$ cat src/rtl/bcg_pkg.sv
package bcg_pkg;
  typedef struct packed {
    logic       ok;    // supported length code
    logic       full;  // full-page burst
    logic       ilv;   // interleaved ordering
    logic [1:0] lg;    // log2 of fixed burst length
  } bcg_mode_t;
endpackage

$ cat src/rtl/bcg_mode_decode.sv
module bcg_mode_decode
  import bcg_pkg::*;
(
  input  logic [3:0] cfg,
  output bcg_mode_t  mode
);
  always_comb begin
    mode.full = (cfg[2:0] == 3'b111);
    mode.ok   = !cfg[2] || mode.full;
    mode.ilv  = cfg[3] && !mode.full;
    mode.lg   = mode.full ? 2'd0 : cfg[1:0];
  end
endmodule

$ cat src/rtl/bcg_order.sv
module bcg_order
  import bcg_pkg::*;
#(
  parameter int COL_W = 9
) (
  input  logic [COL_W-1:0] base,
  input  logic [COL_W-1:0] idx,
  input  bcg_mode_t        mode,
  output logic [COL_W-1:0] addr
);
  localparam logic [COL_W-1:0] ONE = COL_W'(1);
  logic [COL_W-1:0] mask;
  logic [COL_W-1:0] lin_sum;

  always_comb begin
    mask    = (ONE << mode.lg) - ONE;
    lin_sum = base + idx;
    if (mode.full)
      addr = lin_sum;
    else if (mode.ilv)
      addr = base ^ (idx & mask);
    else
      addr = (base & ~mask) | (lin_sum & mask);
  end
endmodule

$ cat src/rtl/burst_col_gen.sv
module burst_col_gen
  import bcg_pkg::*;
#(
  parameter int COL_W = 9
) (
  input  logic             clk,
  input  logic             rst,
  input  logic             start,
  input  logic [COL_W-1:0] start_col,
  input  logic [3:0]       cfg,
  input  logic             stop,
  output logic             col_valid,
  output logic [COL_W-1:0] col_addr,
  output logic             col_last
);
  localparam logic [COL_W-1:0] ONE = COL_W'(1);

  bcg_mode_t        dec_mode;
  bcg_mode_t        mode_q;
  logic [COL_W-1:0] base_q;
  logic [COL_W-1:0] beat_q;
  logic [COL_W-1:0] beat_n;
  logic [COL_W-1:0] addr_n;
  logic [COL_W-1:0] len_m1_q;

  bcg_mode_decode u_dec (
    .cfg  (cfg),
    .mode (dec_mode)
  );

  assign beat_n   = beat_q + ONE;
  assign len_m1_q = (ONE << mode_q.lg) - ONE;

  bcg_order #(.COL_W(COL_W)) u_order (
    .base (base_q),
    .idx  (beat_n),
    .mode (mode_q),
    .addr (addr_n)
  );

  always_ff @(posedge clk) begin
    if (rst) begin
      col_valid <= 1'b0;
      col_last  <= 1'b0;
      col_addr  <= '0;
      base_q    <= '0;
      beat_q    <= '0;
      mode_q    <= '0;
    end else if (start && dec_mode.ok) begin
      base_q    <= start_col;
      mode_q    <= dec_mode;
      beat_q    <= '0;
      col_addr  <= start_col;
      col_valid <= 1'b1;
      col_last  <= !dec_mode.full && (dec_mode.lg == 2'd0);
    end else if (col_valid && (stop || col_last)) begin
      col_valid <= 1'b0;
      col_last  <= 1'b0;
    end else if (col_valid) begin
      beat_q    <= beat_n;
      col_addr  <= addr_n;
      col_last  <= !mode_q.full && (beat_n == len_m1_q);
    end
  end

  // the last flag only ever marks a live beat
  a_r6_last_is_valid: assert property (@(posedge clk) disable iff (rst)
    col_last |-> col_valid);

  // full-page bursts never flag a last beat
  a_r7_full_no_last: assert property (@(posedge clk) disable iff (rst)
    (col_valid && mode_q.full) |-> !col_last);

  // full-page bursts advance by one column per clock
  a_r7_full_step: assert property (@(posedge clk) disable iff (rst)
    (col_valid && mode_q.full && !start && !stop) |=>
      (col_valid && col_addr == COL_W'($past(col_addr) + ONE)));

  // fixed bursts stay inside the aligned group of the start column
  a_r3_group_fixed: assert property (@(posedge clk) disable iff (rst)
    (col_valid && !mode_q.full) |-> (((col_addr ^ base_q) & ~len_m1_q) == '0));

  // the burst ends the clock after its final beat
  a_r5_end_after_last: assert property (@(posedge clk) disable iff (rst)
    (col_last && !start) |=> !col_valid);

  // stop ends the burst on the next clock
  a_r8_stop_ends: assert property (@(posedge clk) disable iff (rst)
    (col_valid && stop && !start) |=> !col_valid);
endmodule

$ cat config.mk
export PLATFORM = sky130hd
export DESIGN_NAME = burst_col_gen
export DESIGN_NICKNAME = d
export VERILOG_FILES = /design/src/rtl/bcg_pkg.sv /design/src/rtl/bcg_mode_decode.sv /design/src/rtl/bcg_order.sv /design/src/rtl/burst_col_gen.sv
export SDC_FILE = /design/constraint.sdc
export NUM_CORES = 1
export LEC_CHECK = 0
export ABC_AREA = 1
export BUFFER_PORTS_ARGS = -buffer_cell sky130_fd_sc_hd__buf_2
export CAP_MARGIN = 20
export CORE_UTILIZATION = 60
export DETAILED_ROUTE_END_ITERATION = 7
export PLACE_DENSITY_LB_ADDON = 0.1
export SLEW_MARGIN = 20
export SYNTH_ARGS = -nofsm -noshare
export SYNTH_HDL_FRONTEND = slang
export SYNTH_SLANG_ARGS = --single-unit
$ cat constraint.sdc
create_clock -name clk -period 4.9 [get_ports clk]
set_input_delay 0.98 -clock clk [delete_from_list [all_inputs] [get_ports clk]]
set_output_delay 0.98 -clock clk [all_outputs]
set_load 0.01 [all_outputs]
==> metrics <==
CP required=5130 ps; Mapped Cells=317; PortBufs=27; CP Depth=12; Vias=2123; crit path time final=2440 ps; hold_ws=498 ps; Setup Buffers After CTS=0; total power=554 µW; Total Neg Setup Slack=0 ps; Arr. time, crit path=2670 ps; final hold viol count=0; Worst Path Max Fanout=5; routed len/inst=13.2 µm; Worst path most repeated cell=nand2_1; Via density=5.42; clk buf depth=2; HP Class=reg2reg; Max stage delay on crit path=420 ps; Startpoint Class=register; Area Overhead vs Synth=10.1%; Post-synth EDFFs=0; Top-Level Pins=28; Max Clock Skew=16.7 ps; dpl hpwl=3990 µm; Pwr per Cell Area=233 nW/µm²; DR WL met2=2240 µm; critical path's slowest cell=dfxtp_1; clk sinks=33; H-tree Lvls=2; multi-input logic area=1280 µm²; status=finished, final reports clean; Seq/Total Area, Yosys=30.6%; Register Area=661 µm²; Die X=62.0 µm; Synth warnings=0; die area=3840 µm²; Die Ht=62.0 µm; top-count cell post-synth=nand2_1; max layer used=met4; met3 WL post-DR=326 µm; WL final=5190 µm; PostCTS Resize Cnt=0; Antenna Cells=0; RSZ-0062 raised after global routing=false; TritonCTS clock tree=yes; Placement Rows=21; Worst VDD drop=198 µV; Initial DRC Count=86; clock latency on the worst-skew pair=350 ps; Yosys reg bits=33; Post-synth ARST share=0%; Mapped Area=2160 µm²; Initial Util=63.7%; post-route ant nets=0; GRT Residual Overflow=0; Hold Crit Depth=2; largest net degree at the start of global routing=23; Mapped Nets=350; LEAKAGE=1.18 nW; initial antenna violation count=0; Rel. slew slack=61.8%; final-stage net count=378; worst path buffer plus inverter count=1; share of layout cells above drive strength 1=14.2%; Final period util=49.8%; Clock Pin Slew Worst Setup and Hold Paths=110 ps; worst-margin pin slew=572 ps; Final GP Congestion=0.994; Avg Inst Size Synth=6.81 µm²; Max Freq=410 MHz; CP delay by family, top=adder cells; most instantiated cells after synthesis=nand2_1 (78), inv_1 (52), dfxtp_1 (33), a21oi_1 (21), o21ai_0 (21); hold bufs inserted after CTS=0; Synth top area share=30.6%; max cap viols=0; # setup viols final=0; DRC=0; Core ar.=3390 µm²; fillers=298; vias in the first global route=1911; ys flop type=dfxtp_1; area leader, netlist=dfxtp_1; critical-path cell list=ha_1 > xor2_1 > ha_1 > nand2_1 > nand2_1 > nand2_1 > inv_1 > a21oi_1 > xor2_1 > a21oi_1 > nor2_1 > nor2_1; Detailed Routing Iterations Pass 1=4; Netlist cell types=32; crit path kind=reg2reg; Clock Root Buffer=clkbuf_4; first-pass GRT wire length=8450 µm; TritonCTS Buffers=5; GR Util All Layers=31.2%; top cells by area, synth=dfxtp_1 (31%), nand2_1 (14%), inv_1 (9.0%); Worst Setup End Kind=register; DRT met1 WL=2480 µm; worst-case reg-to-reg path depth=12; Max Slew Vio Count=0
[worst reg2reg max path, cell delays in order (launching register included)]
cell	delay, ps
dfxtp_1	420
ha_1	250
xor2_1	350
ha_1	360
nand2_1	90
nand2_1	50
nand2_1	110
inv_1	80
a21oi_1	150
xor2_1	220
a21oi_1	100
nor2_1	100
nor2_1	40
[sequential cells by signal (all words and copies together), names as in the netlist]
register	count
beat_q	9
mode_q	4
base_q	9
col_last	1
col_valid	1
col_addr	9
[path summary, 6_finish.rpt]
check | from | endpoint | slack, ps
max | beat_q[0] | col_addr[6] | 2460
min reg2reg | col_addr[1] | col_addr[1] | 500
min | col_addr[1] | col_addr[1] | 500
max reg2reg | beat_q[0] | col_addr[6] | 2460
[through the flow]
step                      area (µm²)  setup WS [ps]  util [%]  std cells
after global routing            2380           2250      70.1        392
final                           2380           2460      70.1        392
after floorplan                 2160           2800         -        317
after CTS                       2380           2500      70.1        392
after detailed placement        2320           2150      68.6        384
after global placement          2320           2130      68.6        384
[cells in the final DEF (no fill, tap or decap), drive strengths merged, types with 2 or more instances in the layout]
master / n
nor3: 3
a21oi: 22
xnor2: 4
clkinv: 2
nand3: 22
ha: 15
o22ai: 5
o211ai: 6
inv: 52
xor2: 6
o21ai: 21
or2: 2
nand2: 80
buf: 27
a31oi: 6
nand4: 5
nor2: 21
dfxtp: 33
o21a: 2
clkbuf: 6
[final cells by class]
class | instances | area share (%)
Multi-Input combinational cell | 226 | 53.7
Sequential cell | 33 | 27.8
Inverter | 52 | 8.21
Timing Repair Buffer | 27 | 5.69
Tap cell | 46 | 2.42
Clock buffer | 6 | 1.74
Clock inverter | 2 | 0.421
[kinds of logic after synthesis]
logic type	count (synthesis)	synth area share, %
AO/OA/AOI/OAI	66	17.6
XOR/XNOR	10	4.41
adder cells (fa/ha/maj)	16	9.62
buffers and inverters	58	10.3
flip-flops	33	30.6
AND/OR/NAND/NOR	134	27.5
[routing by layer]
layer  track usage (%)  up-vias
met2              47.4       69
met3              7.87       14
met5                 0        -
li1                  -     1098
met1              41.8      942
met4              13.7        0
[power by group]
| part | leakage, nW | internal [mW] | total [mW] | switching [mW] |
|---|---|---|---|---|
| registers | 0.270 | 0.283 | 0.295 | 0.0128 |
| clock network | 0.0320 | 0.0546 | 0.150 | 0.0956 |
| logic | 0.877 | 0.0412 | 0.108 | 0.0671 |
(Power assumes the default switching activity.)
